===== src/rtl/owsrch_pkg.sv =====
package owsrch_pkg;

    typedef enum logic [1:0] {
        OP_RESET = 2'b00,
        OP_WRITE = 2'b01,
        OP_READ  = 2'b10
    } bitop_e;

    typedef enum logic [1:0] {
        ST_FOUND  = 2'b00,
        ST_NODEV  = 2'b01,
        ST_NOPATH = 2'b10
    } pass_status_e;

    typedef enum logic [2:0] {
        S_IDLE,
        S_RESET,
        S_CMD,
        S_RD_ID,
        S_RD_CMP,
        S_WR_DIR,
        S_END
    } srch_state_e;

endpackage


===== src/rtl/owsrch_idreg.sv =====
// Working register of the bits chosen in the current pass; between passes it
// still holds the previous result, which the fork logic replays.
module owsrch_idreg #(
    parameter int ID_W  = 64,
    localparam int IDX_W = $clog2(ID_W)
) (
    input  logic             clk,
    input  logic             rst_n,
    input  logic             wr_en,
    input  logic [IDX_W-1:0] sel_idx,
    input  logic             wr_bit,
    output logic             rd_bit,
    output logic [ID_W-1:0]  value
);

    logic bits_q [ID_W];

    for (genvar g = 0; g < ID_W; g++) begin : g_bit
        always_ff @(posedge clk or negedge rst_n) begin
            if (!rst_n) begin
                bits_q[g] <= 1'b0;
            end else if (wr_en && sel_idx == IDX_W'(g)) begin
                bits_q[g] <= wr_bit;
            end
        end
    end

    always_comb begin
        for (int i = 0; i < ID_W; i++) begin
            value[i] = bits_q[i];
        end
    end

    assign rd_bit = value[sel_idx];

endmodule


===== src/rtl/owsrch_fork.sv =====
// Direction choice and fork bookkeeping across passes.
module owsrch_fork #(
    parameter int ID_W   = 64,
    localparam int DISC_W = $clog2(ID_W + 1)
) (
    input  logic              clk,
    input  logic              rst_n,
    input  logic              clear,
    input  logic              pass_start,
    input  logic              step,
    input  logic              finish,
    input  logic [DISC_W-1:0] pos,
    input  logic              id_bit,
    input  logic              cmp_bit,
    input  logic              prev_bit,
    output logic              dir,
    output logic              last_found
);

    logic [DISC_W-1:0] last_disc_q;
    logic [DISC_W-1:0] last_zero_q;
    logic [DISC_W-1:0] lz_next;
    logic              at_fork;

    assign at_fork = !id_bit && !cmp_bit;

    always_comb begin
        if (!at_fork) begin
            dir = id_bit;
        end else if (pos < last_disc_q) begin
            dir = prev_bit;
        end else if (pos == last_disc_q) begin
            dir = 1'b1;
        end else begin
            dir = 1'b0;
        end
        lz_next = (at_fork && !dir) ? pos : last_zero_q;
    end

    always_ff @(posedge clk or negedge rst_n) begin
        if (!rst_n) begin
            last_zero_q <= '0;
        end else if (pass_start) begin
            last_zero_q <= '0;
        end else if (step) begin
            last_zero_q <= lz_next;
        end
    end

    always_ff @(posedge clk or negedge rst_n) begin
        if (!rst_n) begin
            last_disc_q <= '0;
            last_found  <= 1'b0;
        end else if (clear) begin
            last_disc_q <= '0;
            last_found  <= 1'b0;
        end else if (finish) begin
            last_disc_q <= lz_next;
            last_found  <= (lz_next == '0);
        end
    end


    found_nodisc_chk: assert property (@(posedge clk) disable iff (!rst_n)
        last_found |-> (last_disc_q == '0));

endmodule


===== src/rtl/owsrch_engine.sv =====
module owsrch_engine
    import owsrch_pkg::*;
#(
    parameter int          ID_W     = 64,
    parameter int          CMD_W    = 8,
    parameter logic [CMD_W-1:0] CMD_CODE = 8'hF0
) (
    input  logic            clk,
    input  logic            rst_n,
    input  logic            start,
    input  logic            restart,
    output logic            busy,
    output logic            pass_done,
    output logic            rom_valid,
    output logic [ID_W-1:0] rom_id,
    output logic [1:0]      pass_status,
    output logic            last_found,
    output logic            bop_req,
    output logic [1:0]      bop_code,
    output logic            bop_wbit,
    input  logic            bop_done,
    input  logic            bop_rbit
);

    localparam int IDX_W  = $clog2(ID_W);
    localparam int CNT_W  = $clog2(CMD_W);
    localparam int DISC_W = $clog2(ID_W + 1);

    srch_state_e  state_q, state_d;
    pass_status_e status_q, status_d;
    logic [IDX_W-1:0] idx_q, idx_d;
    logic [CNT_W-1:0] cnt_q, cnt_d;
    logic id_q, id_d, cmp_q, cmp_d;
    logic [ID_W-1:0] rom_q, rom_next, work_val;
    logic clr, pstart, step, finish;
    logic dir, prev_bit;
    logic [DISC_W-1:0] pos;

    assign pos = DISC_W'(idx_q) + DISC_W'(1);

    owsrch_idreg #(.ID_W(ID_W)) u_idreg (
        .clk     (clk),
        .rst_n   (rst_n),
        .wr_en   (step),
        .sel_idx (idx_q),
        .wr_bit  (dir),
        .rd_bit  (prev_bit),
        .value   (work_val)
    );

    owsrch_fork #(.ID_W(ID_W)) u_fork (
        .clk        (clk),
        .rst_n      (rst_n),
        .clear      (clr),
        .pass_start (pstart),
        .step       (step),
        .finish     (finish),
        .pos        (pos),
        .id_bit     (id_q),
        .cmp_bit    (cmp_q),
        .prev_bit   (prev_bit),
        .dir        (dir),
        .last_found (last_found)
    );

    // Next-state and datapath control
    always_comb begin
        state_d  = state_q;
        status_d = status_q;
        idx_d    = idx_q;
        cnt_d    = cnt_q;
        id_d     = id_q;
        cmp_d    = cmp_q;
        clr      = 1'b0;
        pstart   = 1'b0;
        step     = 1'b0;
        finish   = 1'b0;
        unique case (state_q)
            S_IDLE: begin
                if (start) begin
                    pstart  = 1'b1;
                    clr     = restart || last_found;
                    state_d = S_RESET;
                end
            end
            S_RESET: begin
                if (bop_done) begin
                    if (bop_rbit) begin
                        cnt_d   = '0;
                        state_d = S_CMD;
                    end else begin
                        status_d = ST_NODEV;
                        clr      = 1'b1;
                        state_d  = S_END;
                    end
                end
            end
            S_CMD: begin
                if (bop_done) begin
                    if (cnt_q == CNT_W'(CMD_W - 1)) begin
                        idx_d   = '0;
                        state_d = S_RD_ID;
                    end else begin
                        cnt_d = cnt_q + 1'b1;
                    end
                end
            end
            S_RD_ID: begin
                if (bop_done) begin
                    id_d    = bop_rbit;
                    state_d = S_RD_CMP;
                end
            end
            S_RD_CMP: begin
                if (bop_done) begin
                    cmp_d = bop_rbit;
                    if (id_q && bop_rbit) begin
                        status_d = ST_NOPATH;
                        clr      = 1'b1;
                        state_d  = S_END;
                    end else begin
                        state_d = S_WR_DIR;
                    end
                end
            end
            S_WR_DIR: begin
                if (bop_done) begin
                    step = 1'b1;
                    if (idx_q == IDX_W'(ID_W - 1)) begin
                        finish   = 1'b1;
                        status_d = ST_FOUND;
                        state_d  = S_END;
                    end else begin
                        idx_d   = idx_q + 1'b1;
                        state_d = S_RD_ID;
                    end
                end
            end
            S_END: state_d = S_IDLE;
            default: state_d = S_IDLE;
        endcase
    end

    always_comb begin
        rom_next          = work_val;
        rom_next[idx_q]   = dir;
    end

    // State register and datapath registers
    always_ff @(posedge clk or negedge rst_n) begin
        if (!rst_n) begin
            state_q  <= S_IDLE;
            status_q <= ST_FOUND;
            idx_q    <= '0;
            cnt_q    <= '0;
            id_q     <= 1'b0;
            cmp_q    <= 1'b0;
            rom_q    <= '0;
        end else begin
            state_q  <= state_d;
            status_q <= status_d;
            idx_q    <= idx_d;
            cnt_q    <= cnt_d;
            id_q     <= id_d;
            cmp_q    <= cmp_d;
            if (finish) begin
                rom_q <= rom_next;
            end
        end
    end

    // Outputs
    always_comb begin
        busy        = (state_q != S_IDLE);
        pass_done   = (state_q == S_END);
        rom_valid   = pass_done && (status_q == ST_FOUND);
        rom_id      = rom_q;
        pass_status = status_q;
        bop_req     = 1'b0;
        bop_code    = OP_RESET;
        bop_wbit    = 1'b0;
        unique case (state_q)
            S_RESET: begin
                bop_req  = 1'b1;
                bop_code = OP_RESET;
            end
            S_CMD: begin
                bop_req  = 1'b1;
                bop_code = OP_WRITE;
                bop_wbit = CMD_CODE[cnt_q];
            end
            S_RD_ID, S_RD_CMP: begin
                bop_req  = 1'b1;
                bop_code = OP_READ;
            end
            S_WR_DIR: begin
                bop_req  = 1'b1;
                bop_code = OP_WRITE;
                bop_wbit = dir;
            end
            default: ;
        endcase
    end


    bop_hold_chk: assert property (@(posedge clk) disable iff (!rst_n)
        (bop_req && !bop_done) |=> (bop_req && $stable(bop_code) && $stable(bop_wbit)));


    id_then_cmp_chk: assert property (@(posedge clk) disable iff (!rst_n)
        (state_q == S_RD_ID && bop_done) |=> (state_q == S_RD_CMP));


    nopath_chk: assert property (@(posedge clk) disable iff (!rst_n)
        (state_q == S_RD_CMP && bop_done && id_q && bop_rbit)
            |=> (pass_done && pass_status == ST_NOPATH && !bop_req && !rom_valid));


    nodev_chk: assert property (@(posedge clk) disable iff (!rst_n)
        (state_q == S_RESET && bop_done && !bop_rbit)
            |=> (pass_done && pass_status == ST_NODEV && !rom_valid));


    done_pulse_chk: assert property (@(posedge clk) disable iff (!rst_n)
        pass_done |=> !pass_done);


    busy_hold_chk: assert property (@(posedge clk) disable iff (!rst_n)
        (busy && !pass_done) |=> busy);

endmodule


===== config.mk =====
export PLATFORM = sky130hd
export DESIGN_NAME = owsrch_engine
export DESIGN_NICKNAME = d
export VERILOG_FILES = /design/src/rtl/owsrch_pkg.sv /design/src/rtl/owsrch_idreg.sv /design/src/rtl/owsrch_fork.sv /design/src/rtl/owsrch_engine.sv
export SDC_FILE = /design/constraint.sdc
export NUM_CORES = 1
export LEC_CHECK = 0
export BUFFER_PORTS_ARGS = -buffer_cell sky130_fd_sc_hd__buf_2
export CORE_MARGIN = 1.5
export CORE_UTILIZATION = 53
export DETAILED_ROUTE_END_ITERATION = 6
export PLACE_DENSITY = 0.81
export SYNTH_ARGS = -nofsm -noshare
export SYNTH_HDL_FRONTEND = slang
export SYNTH_SLANG_ARGS = --single-unit

===== constraint.sdc =====
create_clock -name clk -period 3.5 [get_ports clk]
set_clock_uncertainty 0.2 [all_clocks]
set_input_delay 0.175 -clock clk [delete_from_list [all_inputs] [get_ports clk]]
set_output_delay 0.175 -clock clk [all_outputs]
set_load 0.01 [all_outputs]

-- Yosys cells after proc, flatten, opt, wreduce, memory -nomap -nowiden
Memory sizes are Yosys's and may differ from the RTL's.
Index checks and enable logic that the tools add are counted.
- memories: 1
- output and inout port bits: 74
- input bits: 6
- word-level logic and storage cells: 318
- ROM bits: 8
- register bits after elaboration: 159
- memory list (name ; depth ; bits a word ; rd ports ; clocked after memory_dff ; write ports ; line ; RTL):
    (no name shown) ; 8 ; 1 ; 1 ; 0 ; 0 ; owsrch_engine.sv:190 ; bop_wbit = CMD_CODE[cnt_q];
- muxes and demuxes: 60
- reductions and logical operators: 92
- $lt $le $gt $ge: 4
- add/subtract/negate cells: 3
- equality and inequality tests: 84
- operators with widths (operator ; number):
    $eq A6 B6 Y1 const B ; 32
    $eq A6 B5 Y1 const B ; 16
    $logic_and A1 B1 Y1 ; 69
    $bwmux W64 ; 1
    $eq A6 B4 Y1 const B ; 8
    $mux W3 ; 13
    $mux W7 ; 5
    $ne A2 B2 Y1 const B ; 13
    $eq A6 B3 Y1 const B ; 4
    $mux W6 ; 4
    $mux W1 ; 21
    $pmux W3 S6 ; 1
    $mux W2 ; 7
    $reduce_and A7 Y1 ; 2
    $eq A3 B3 Y1 const B ; 4
    $eq A6 B2 Y1 const B ; 2
    $pmux W6 S2 ; 1
    $reduce_and A5 Y1 ; 2
    $reduce_bool A2 Y1 ; 4
    $add A6 B1 Y7 const B ; 1
    $eq A7 B7 Y1 ; 1
    $logic_not A7 Y1 ; 1
    $lt A6 B7 Y1 const B ; 1
    $lt A7 B7 Y1 ; 1
    23 further kinds ; 29

-- Logic depth before layout (Yosys ltp)
Gate-level depths: netlist (run 1).
- depth in word-level cells: 11
- mapped depth: 16
- gate-level depth less buffers: 12

-- By module
From an unflattened synthesis (run 1), not the netlist that was laid out.
- cells, all modules: 899
- area, all modules: 9061.2 um^2
- by module, submodules not included (module ; instances ; cells an instance ; area an instance (um^2) ; seq. area each (um^2)):
    owsrch_engine ; 1 ; 500 ; 4581.9 ; 2001.9
    owsrch_idreg ; 1 ; 278 ; 3373.2 ; 1601.5
    owsrch_fork ; 1 ; 121 ; 1106.1 ; 375.4

-- Least setup slack after synthesis (run 1)
Ideal clock, no wire load.
- path kind: register -> output
- from: register idx_q[1]
- to: output port bop_wbit
- arrival: 3299 ps
- setup slack: -174 ps
- path buffers: 3
- required time: 3125 ps
- cell stages (with the launch flop): 16
- cells stage by stage: dfrtp_1 -> clkbuf_1 -> nand2_1 -> nor2_1 -> nand3_1 -> xor2_1 -> inv_1 -> ha_1 -> nand2_1 -> o21ai_0 -> nand4bb_1 -> o31a_1 -> a21oi_1 -> buf_2 -> buf_2 -> o21ai_0
- longest elaborated chain between the ends: 6
- elaborated cells between the ends (all ways): 9
- classes of those cells: 1 x add/sub; 1 x order compare; 1 x eq/ne; 6 x mux
- RTL lines (what ; line ; RTL):
    start: declaration ; owsrch_engine.sv:31 ; logic [IDX_W-1:0] idx_q, idx_d;
    start signal: assignment ; owsrch_engine.sv:162 ; idx_q <= idx_d;
    parallel branches: the longest is 3 deep, another holds $add A6 B1 Y7 ; - ;
    $mux W1 (*) ; owsrch_fork.sv:30 ; end else if (pos < last_disc_q) begin
    $mux W1 (*) ; owsrch_fork.sv:28 ; if (!at_fork) begin
    $pmux W1 S2 (*) ; owsrch_engine.sv:182 ; unique case (state_q)
    end: declaration ; owsrch_engine.sv:20 ; output logic bop_wbit,
Mark *: on every way between the ends. The select of a mux whose other input is x is not followed.

-- Worst setup path after layout (run 1)
Same ends and word-level chain as after synthesis.

==> flow_summary.ini, run 1 <==
[worst_hold_path]
worstHoldPathType = in2async

[critical_path]
r2r_end = rom_id[63]$_DFFE_PN0P_
crit_path_top_delay_cell = dfrtp_2
crit_start = idx_q[1]$_DFFE_PN0P_
worstPathMaxFanout = 8
critPathCapture = bop_wbit
r2r_slack_ns = 0.12
worst-path-stages = 12
required_ns = 3.12
r2r_start = idx_q[1]$_DFFE_PN0P_
worstSetupPathType = reg2out
r2r_cells = 12
cp-end-kind = output port
cpPeakStageDelay_ns = 0.42
crit_buf_inv = 2
cpLargestDelayFamily = compound AO/OA/AOI/OAI gates
crit_path_start_kind = flop
worstPathCellList = ha_2 > nand3_2 > buf_6 > xnor2_2 > ha_1 > a21oi_1 > o21ai_1 > nand4bb_1 > o31a_1 > a21oi_4 > o21ai_0 > buf_2
worstPathArrival_ns = 3.03

[floorplanning]
dieArea_um2 = 15500
die_width_um = 125
core-area_um2 = 14500
io_pins = 80
initial_utilization = 0.541
die-height_um = 125
rows = 44

[global_route]
grtUsageTotal = 0.289
grt_overflow_total = 0
grt_pass1_vias = 6682
grt_max_degree = 71
antenna_found_initial = 0
grt_pass1_wl_um = 35500

[outcome]
status = completed

[synthesis]
synth_largest_area_cell = dfrtp_1
syn_avg_cell_area_um2 = 9.28
async_flop_share = 1.00
synth_common_cells = dfrtp_1, o21ai_0, nand2_1, a21oi_1, nor2_1
ys_types = 58
synth_top_family_by_area = compound AO/OA/AOI/OAI gates
synth_xor_xnor_area_share = 0.00447
netlist.area_leader.share = 0.508
synth_top_flop_cell = dfrtp_1
muxShareOfSynthArea = 0.0505
ys_ff_latch = 159
synth_edf_count = 0
synthAdderAreaFrac = 0.0208
synth_simple_gate_area_frac = 0.154
synth_compound_area_frac = 0.220
synthCells = 844
yosysWarnings = 0
synthTopCellsByArea = dfrtp_1, o21ai_0, a21oi_1
ys_seq_area_frac = 0.508
synthesis.area_um2 = 7830
yosysMostFrequentCell = dfrtp_1
syn-num-nets = 863

[timing]
tightest_slew_ns = 0.897
timing.final.crit_period_ns = 3.40
hold_viol = 0
setup_viol = 0
finalCritPeriodShare = 0.972
drv_slew = 0
relSlewSlack = 0.400
max_freq_ghz = 0.294

[clocking]
cts_tree = done
worst_skew_pair.late_latency_ns = 0.43
numClockSinks = 159
cts_root_buf = clkbuf_16
numCtsBuffers = 17
clock_path_buffers = 2
htreeDepth = 4
clk_pin_slew_ns = 0.06

[routing]
ant_nets = 0
via_per_inst = 6.21
dr.first_iter.drc_count = 853
dr.pass1.iters = 6
finalWirelength_um = 22000
vias = 7040
wl_per_cell_um = 19.4
drc = 0

[placed_design]
dp_hpwl_um = 14900
place.gp.congestion = 0.949
place_inst = 1092
portBuffers = 79

[final_layout]
area_growth_pct = 19.2
multi_input_comb_area_um2 = 3600
antennaDiodeCount = 0
n_fill_cell = 1183
nets = 955
ff_latch_area_um2 = 3980
drive_gt1_frac = 0.204
final_core_util = 0.645
fin_cells = 1133

[power_and_ir_drop]
vdd_ir_drop_max_mv = 0.446
power_density_nw_per_um2 = 650
cellLeakagePower_nw = 4.24

[flow_run]
maxCapViolations = 0
## metal layers
layer / global-route usage / up-vias / wire, µm
li1: - / 3207 / -
met5: 0 / - / 0
met4: 0.110 / 0 / 511
met3: 0.0906 / 55 / 2280
met1: 0.394 / 3382 / 9170
met2: 0.434 / 396 / 10100
## cell families after synthesis
family / count (synthesis)
AOI/OAI and AO/OA: 300
and+or+nand+nor: 265
DFF: 159
buffers and inverters: 77
muxes: 26
adders and majority gates: 13
xor gates and xnor gates: 4
## repair_timing
action | in CTS | in global routing
endpoints found under the setup margin | 1 | 3
pin swaps | 2 | 5
buffers inserted | 1 | 4
hold buffers | 4 | 0
hold endpoints to repair | 71 | 0
gates cloned | 0 | 0
resized for setup | 2 | 14
## per-stage QoR
stage          setup TNS, ns  power (mW)  instance area [µm²]  hold slack, ns  worst slack [ns]
3_5_place_dp               0        3.93                 8580         0.00470             0.130
3_3_place_gp               0        3.90                 8580         0.00504             0.157
6_report                   0        6.07                 9330          0.0938            0.0981
5_1_grt              -0.0734        6.31                 9330           0.167           -0.0553
2_1_floorplan              0        3.28                 7850          -0.321            0.0305
4_1_cts                    0        5.92                 9250           0.119            0.0134
## registers in the layout, indices dropped and copies added, names as in the netlist
register / flops
rom_id: 64
u_idreg.value: 64
u_fork.last_disc_q: 7
u_fork.last_zero_q: 7
idx_q: 6
cnt_q: 3
state_q: 3
pass_status: 2
cmp_q: 1
id_q: 1
u_fork.last_found: 1
## cell usage in the layout (no fill, tap or decap), types with 4 or more instances in the layout
master | Yosys | layout
dfrtp_1 | 159 | 156
o21ai_0 | 119 | 118
nand2_1 | 118 | 116
a21oi_1 | 99 | 98
buf_2 | 13 | 78
nor2_1 | 69 | 68
o31ai_1 | 46 | 46
buf_4 | 0 | 41
nand3_1 | 19 | 18
inv_1 | 18 | 18
clkbuf_16 | 0 | 17
mux2i_1 | 11 | 11
ha_1 | 13 | 11
mux4_2 | 10 | 10
nor3_1 | 9 | 9
nor2b_1 | 8 | 8
and2_1 | 7 | 7
nand2b_1 | 6 | 6
a31oi_1 | 6 | 6
a32o_1 | 6 | 6
nand3b_1 | 5 | 5
nand4_1 | 4 | 4
mux2_2 | 4 | 4
nor3b_1 | 4 | 4
o211ai_1 | 4 | 4
inv_6 | 0 | 4
dlygate4sd3_1 | 0 | 4
buf_6 | 3 | 4
## layout make-up
cell class / instances / share of cell area
Sequential cell: 159 / 0.427
Multi-Input combinational cell: 608 / 0.386
Timing Repair Buffer: 129 / 0.0882
Clock buffer: 19 / 0.0475
Tap cell: 184 / 0.0247
Clock inverter: 13 / 0.0189
Inverter: 21 / 0.00845
## how the worst min path moves through the flow
stage,slack [ns],to,from,cells after the start
2_1_floorplan,-0.32,cmp_q$_DFFE_PN0P_,rst_n,0
3_3_place_gp,0.005,pass_status[1]$_DFFE_PN0P_,rst_n,1
3_5_place_dp,0.005,pass_status[1]$_DFFE_PN0P_,rst_n,1
4_1_cts,0.12,pass_status[1]$_DFFE_PN0P_,rst_n,2
5_1_grt,0.17,pass_status[1]$_DFFE_PN0P_,rst_n,2
6_report,0.09,pass_status[1]$_DFFE_PN0P_,rst_n,2
## power breakdown
part           switching (mW)  leakage, nW  total (mW)  internal [mW]
combinational            1.32         1.74        2.03          0.704
sequential              0.159         2.20        2.09           1.93
clock                   0.795        0.299        1.96           1.16
Power figures use the tool's default switching activity.
==> run 2: changes to the inputs <==
--- a/config.mk
+++ b/config.mk
@@ -9,7 +9,7 @@
 export CORE_MARGIN = 1.5
 export CORE_UTILIZATION = 53
 export DETAILED_ROUTE_END_ITERATION = 6
-export PLACE_DENSITY = 0.81
+export PLACE_DENSITY_LB_ADDON = 0.15
 export SYNTH_ARGS = -nofsm -noshare
 export SYNTH_HDL_FRONTEND = slang
 export SYNTH_SLANG_ARGS = --single-unit
==> run 2 against run 1 <==
Global-route usage rose by 0.75 points. Worst setup slack worse by 0.025 ns. Sequential share of layout area grew 0.090 points. First-iteration DRC count shrank 17%. Die area unchanged. Sequential power about the same. Power is 1.2% lower. Worst hold slack improved by 0.072 ns. Clock power fell by 5%. Final area decreased by 0.24%. Clock-buffer cell count unchanged. Combinational power rose by 2%. Critical endpoint unchanged.
==> flow_summary.ini, run 2 (synthesis results as in run 1) <==
[floorplanning]
dieArea_um2 = 15500
die-height_um = 125
core-area_um2 = 14500
initial_utilization = 0.541
io_pins = 80
rows = 44
die_width_um = 125

[global_route]
grt_max_degree = 108
grt_overflow_total = 0
grt_pass1_vias = 6641
grtUsageTotal = 0.296
grt_pass1_wl_um = 36200
antenna_found_initial = 0

[placed_design]
portBuffers = 79
pre_cts_ws_ns = 0.0110
place_inst = 1088
postPlaceCellArea_um2 = 8550
dp_hpwl_um = 15200
place.gp.congestion = 0.947

[timing]
drv_slew = 0
max_freq_ghz = 0.292
relSlewSlack = 0.211
setup_viol = 0
tightest_slew_ns = 1.17
hold_ws_ns = 0.166
setup_slack_ns = 0.0732
setup_tns_ns = 0
finalCritPeriodShare = 0.979
timing.final.crit_period_ns = 3.43
hold_viol = 0

[clocking]
cts_root_buf = clkbuf_16
cts_tree = done
htreeDepth = 4
clk_pin_slew_ns = 0.06
worst_skew_pair.late_latency_ns = 0.44
clock_path_buffers = 2
numClockSinks = 159
numCtsBuffers = 17

[power_and_ir_drop]
p_int_mw = 3.72
p_seq_frac = 0.344
pwr-share-clk = 0.310
vdd_ir_drop_max_mv = 0.411
share_comb_of_total_power = 0.346
swShare = 0.379
p_sw_mw = 2.27
cellLeakagePower_nw = 4.22
power_mw = 6.00
power_density_nw_per_um2 = 644

[critical_path]
crit_buf_inv = 2
worstPathCellList = buf_12 > mux4_2 > and3_1 > a31oi_1 > nand4_1 > o31a_4 > a21oi_4 > o21ai_0 > buf_2
cpLargestDelayFamily = compound AO/OA/AOI/OAI gates
cp-end-kind = output port
cpPeakStageDelay_ns = 0.53
worstPathArrival_ns = 3.05
r2r_slack_ns = 0.13
crit_path_start_kind = flop
required_ns = 3.12
worstSetupPathType = reg2out
worstPathMaxFanout = 21
crit_path_top_delay_cell = mux4_2

[worst_hold_path]
worstHoldPathType = in2reg

[final_layout]
layout_commonest_cell = dfrtp_1
area_growth_pct = 18.9
nets = 951
final_cell_area_um2 = 9310
fin_cells = 1129
n_fill_cell = 1182
final_core_util = 0.643
final_cell_mix = dfrtp_1, o21ai_0, nand2_1, a21oi_1, buf_2
antennaDiodeCount = 0
drive_gt1_frac = 0.204

[routing]
finalWirelength_um = 22400
dr.pass1.iters = 5
via_per_inst = 6.21
drc = 0
ant_nets = 0
wl_per_cell_um = 19.9
dr.first_iter.drc_count = 712
vias = 7007

[flow_run]
maxCapViolations = 0

[outcome]
status = completed
## run 2: cell types whose count changed in the layout (fill, tap and decap cells not counted), sizes merged
cell	before	now
inv	26	22
buf	125	121
clkinvlp	2	3
bufinv	3	2
clkinv	3	7
## run 2: worst register-to-register path: stages, from the launching register on
cell,delay (ns)
dfrtp_2,0.46
buf_12,0.20
mux4_2,0.54
and3_1,0.21
a31oi_1,0.19
nand4_1,0.22
o31a_4,0.41
buf_4,0.18
nor3_4,0.28
mux2_2,0.38
## run 2: final timing paths
path,startpoint,end,cells after the start
max,idx_q[0]$_DFFE_PN0P_,bop_wbit,9
min,restart,u_fork.last_disc_q[5]$_DFFE_PN0P_,6
max reg2reg,idx_q[0]$_DFFE_PN0P_,u_fork.last_zero_q[4]$_DFFE_PN0P_,9
min reg2reg,rom_id[55]$_DFFE_PN0P_,rom_id[55]$_DFFE_PN0P_,2
max in group asynchronous,rst_n,idx_q[0]$_DFFE_PN0P_,3
min in group asynchronous,rst_n,u_fork.last_disc_q[0]$_DFFE_PN0P_,2
## run 2: timing repair
action,4_1_cts,5_1_grt
buffers inserted,3,2
resized for setup,4,19
hold buffers,4,0
hold endpoints to repair,115,0
pin swaps,3,4
setup endpoints to repair,5,12
## run 2: power by group through the flow
stage	clock [mW]	combinational [mW]	sequential [mW]
global placement	0	1.82	2.07
global route	1.96	2.22	2.07
detailed placement	0	1.86	2.08
finish	1.86	2.08	2.06
floorplan	0	1.26	2.02
CTS	1.87	1.96	2.04
## run 2: cell type report
class | count | area (µm²) | area share
sequential | 159 | 3980 | 0.428
multi-input combinational | 608 | 3630 | 0.390
timing repair buffer | 125 | 802 | 0.0861
clock buffer | 19 | 453 | 0.0486
tap | 184 | 230 | 0.0247
clock inverter | 13 | 138 | 0.0148
inverter | 21 | 78.8 | 0.00847
## run 2: per-layer routing
| metal | part of all wire | GRT usage | vias to the layer above |
|---|---|---|---|
| met4 | 0.022 | 0.103 | 0 |
| met5 | 0 | 0 | - |
| li1 | - | - | 3202 |
| met1 | 0.43 | 0.432 | 3388 |
| met3 | 0.096 | 0.0614 | 43 |
| met2 | 0.45 | 0.442 | 374 |
==> run 3: changes to the inputs <==
--- a/config.mk
+++ b/config.mk
@@ -10,6 +10,7 @@
 export CORE_UTILIZATION = 53
 export DETAILED_ROUTE_END_ITERATION = 6
 export PLACE_DENSITY_LB_ADDON = 0.15
+export SETUP_SLACK_MARGIN = 0.2
 export SYNTH_ARGS = -nofsm -noshare
 export SYNTH_HDL_FRONTEND = slang
 export SYNTH_SLANG_ARGS = --single-unit
==> run 3 against run 2 <==
First-iteration DRC count increased by 22%. Via count rose by 2.7%. Die area unchanged. Worst setup slack lost 0.026 ns. Highest routed layer unchanged.
==> flow_summary.ini, run 3 (synthesis results as in run 1) <==
[outcome]
status = completed

[critical_path]
required_ns = 3.12
worstSetupPathType = reg2out
r2r_cells = 11
worstPathArrival_ns = 3.08
crit_buf_inv = 3
r2r_end = u_fork.last_zero_q[2]$_DFFE_PN0P_
cp_common_cell = o21ai_2
crit_path_start_kind = flop
r2r_slack_ns = 0.06
crit_path_top_delay_cell = dfrtp_2
cpLargestDelayFamily = compound AO/OA/AOI/OAI gates
r2r_start = idx_q[0]$_DFFE_PN0P_
cp-end-kind = output port
worstPathCellList = buf_6 > bufbuf_16 > mux2_4 > a221oi_4 > o21ai_2 > a211o_1 > o31a_1 > a21oi_4 > o21ai_2 > buf_2
worstPathMaxFanout = 6
cpPeakStageDelay_ns = 0.44

[routing]
drc = 0
wl_per_cell_um = 21.0
dr.pass1.iters = 6
vias = 7199
dr.first_iter.drc_count = 872
via_per_inst = 6.29
finalWirelength_um = 24000
ant_nets = 0

[floorplanning]
io_pins = 80
dieArea_um2 = 15500
core-area_um2 = 14500
rows = 44
die_width_um = 125
die-height_um = 125
initial_utilization = 0.541

[placed_design]
dp_hpwl_um = 15500
portBuffers = 79
place.gp.congestion = 0.949

[clocking]
worst_skew_pair.late_latency_ns = 0.44
numCtsBuffers = 17
numClockSinks = 159
cts_root_buf = clkbuf_16
clock_path_buffers = 2
cts_tree = done
clk_pin_slew_ns = 0.06
htreeDepth = 4

[timing]
rsz0062_at_grt = true
hold_viol = 0
timing.final.crit_period_ns = 3.45
hold_ws_ns = 0.129
max_freq_ghz = 0.290
setup_viol = 0
finalCritPeriodShare = 0.987
drv_slew = 0
relSlewSlack = 0.173
setup_tns_ns = 0
tightest_slew_ns = 1.23

[global_route]
grt_max_degree = 85
grt_pass1_wl_um = 36900
grt_pass1_vias = 6875
grtUsageTotal = 0.305
grt_overflow_total = 0
antenna_found_initial = 0

[final_layout]
layout_commonest_cell = dfrtp_1
drive_gt1_frac = 0.241
antennaDiodeCount = 0
nets = 967
final_cell_mix = dfrtp_1, o21ai_0, nand2_1, a21oi_1, buf_2
n_fill_cell = 1119
area_growth_pct = 25.6

[power_and_ir_drop]
vdd_ir_drop_max_mv = 0.351
power_density_nw_per_um2 = 716
cellLeakagePower_nw = 4.44

[flow_run]
maxCapViolations = 0

[worst_hold_path]
worstHoldPathType = in2async
## run 3: cell types whose count changed in the layout (fill, tap and decap cells not counted), sizes merged
| cell | delta |
|---|---|
| inv | -1 |
| buf | +11 |
| bufinv | +4 |
| clkbuf | +4 |
| clkinvlp | -2 |
| bufbuf | +1 |
| clkinv | -2 |
## run 3: final cells by class
type                    count  area [µm²]  area share
clock buffers              19         453      0.0460
clock inverters            12         231      0.0235
well taps                 184         230      0.0234
inverters                  21        85.1     0.00865
multi-input cells         608        3780       0.384
flip-flops and latches    159        3980       0.405
repair buffers            141        1080       0.109
## run 3: worst max path at each step
stage / slack, ns / end / cells after the start / startpoint
after global routing: -0.01 / bop_wbit / 10 / idx_q[0]$_DFFE_PN0P_
after CTS: 0.17 / bop_wbit / 10 / idx_q[0]$_DFFE_PN0P_
after detailed placement: 0.08 / u_fork.last_zero_q[3]$_DFFE_PN0P_ / 10 / idx_q[2]$_DFFE_PN0P_
after floorplan: 0.21 / u_fork.last_disc_q[5]$_DFFE_PN0P_ / 13 / idx_q[1]$_DFFE_PN0P_
final: 0.05 / bop_wbit / 10 / idx_q[0]$_DFFE_PN0P_
after global placement: 0.14 / u_fork.last_zero_q[4]$_DFFE_PN0P_ / 9 / idx_q[0]$_DFFE_PN0P_
## run 3: timing repair
item	4_1_cts	5_1_grt
gates cloned	1	6
pin swaps	11	11
hold endpoints to repair	83	0
setup buffers	11	4
endpoints found under the setup margin	72	71
gates resized for setup	29	37
hold buffers	4	0
## run 3: metal layers
layer | track usage | vias up | share of wire
met5 | 0 | - | 0
met4 | 0.141 | 0 | 0.044
met3 | 0.0859 | 96 | 0.10
met2 | 0.435 | 404 | 0.44
met1 | 0.433 | 3471 | 0.41
li1 | - | 3228 | -
## run 3: metrics by stage
step	cell area (µm²)	power [mW]	utilization	worst slack [ns]	std cells
floorplan	7860	3.29	-	0.215	844
global placement	8550	3.91	0.590	0.143	1087
detailed placement	8550	3.97	0.590	0.0751	1087
CTS	9520	6.40	0.658	0.172	1134
global route	9840	7.27	0.680	-0.0114	1144
finish	9840	7.04	0.680	0.0470	1144
## run 3: power breakdown
part / switching (mW) / internal [mW]
Clock: 0.772 / 1.38
Combinational: 1.60 / 1.20
Sequential: 0.159 / 1.93
Total: 2.53 / 4.51
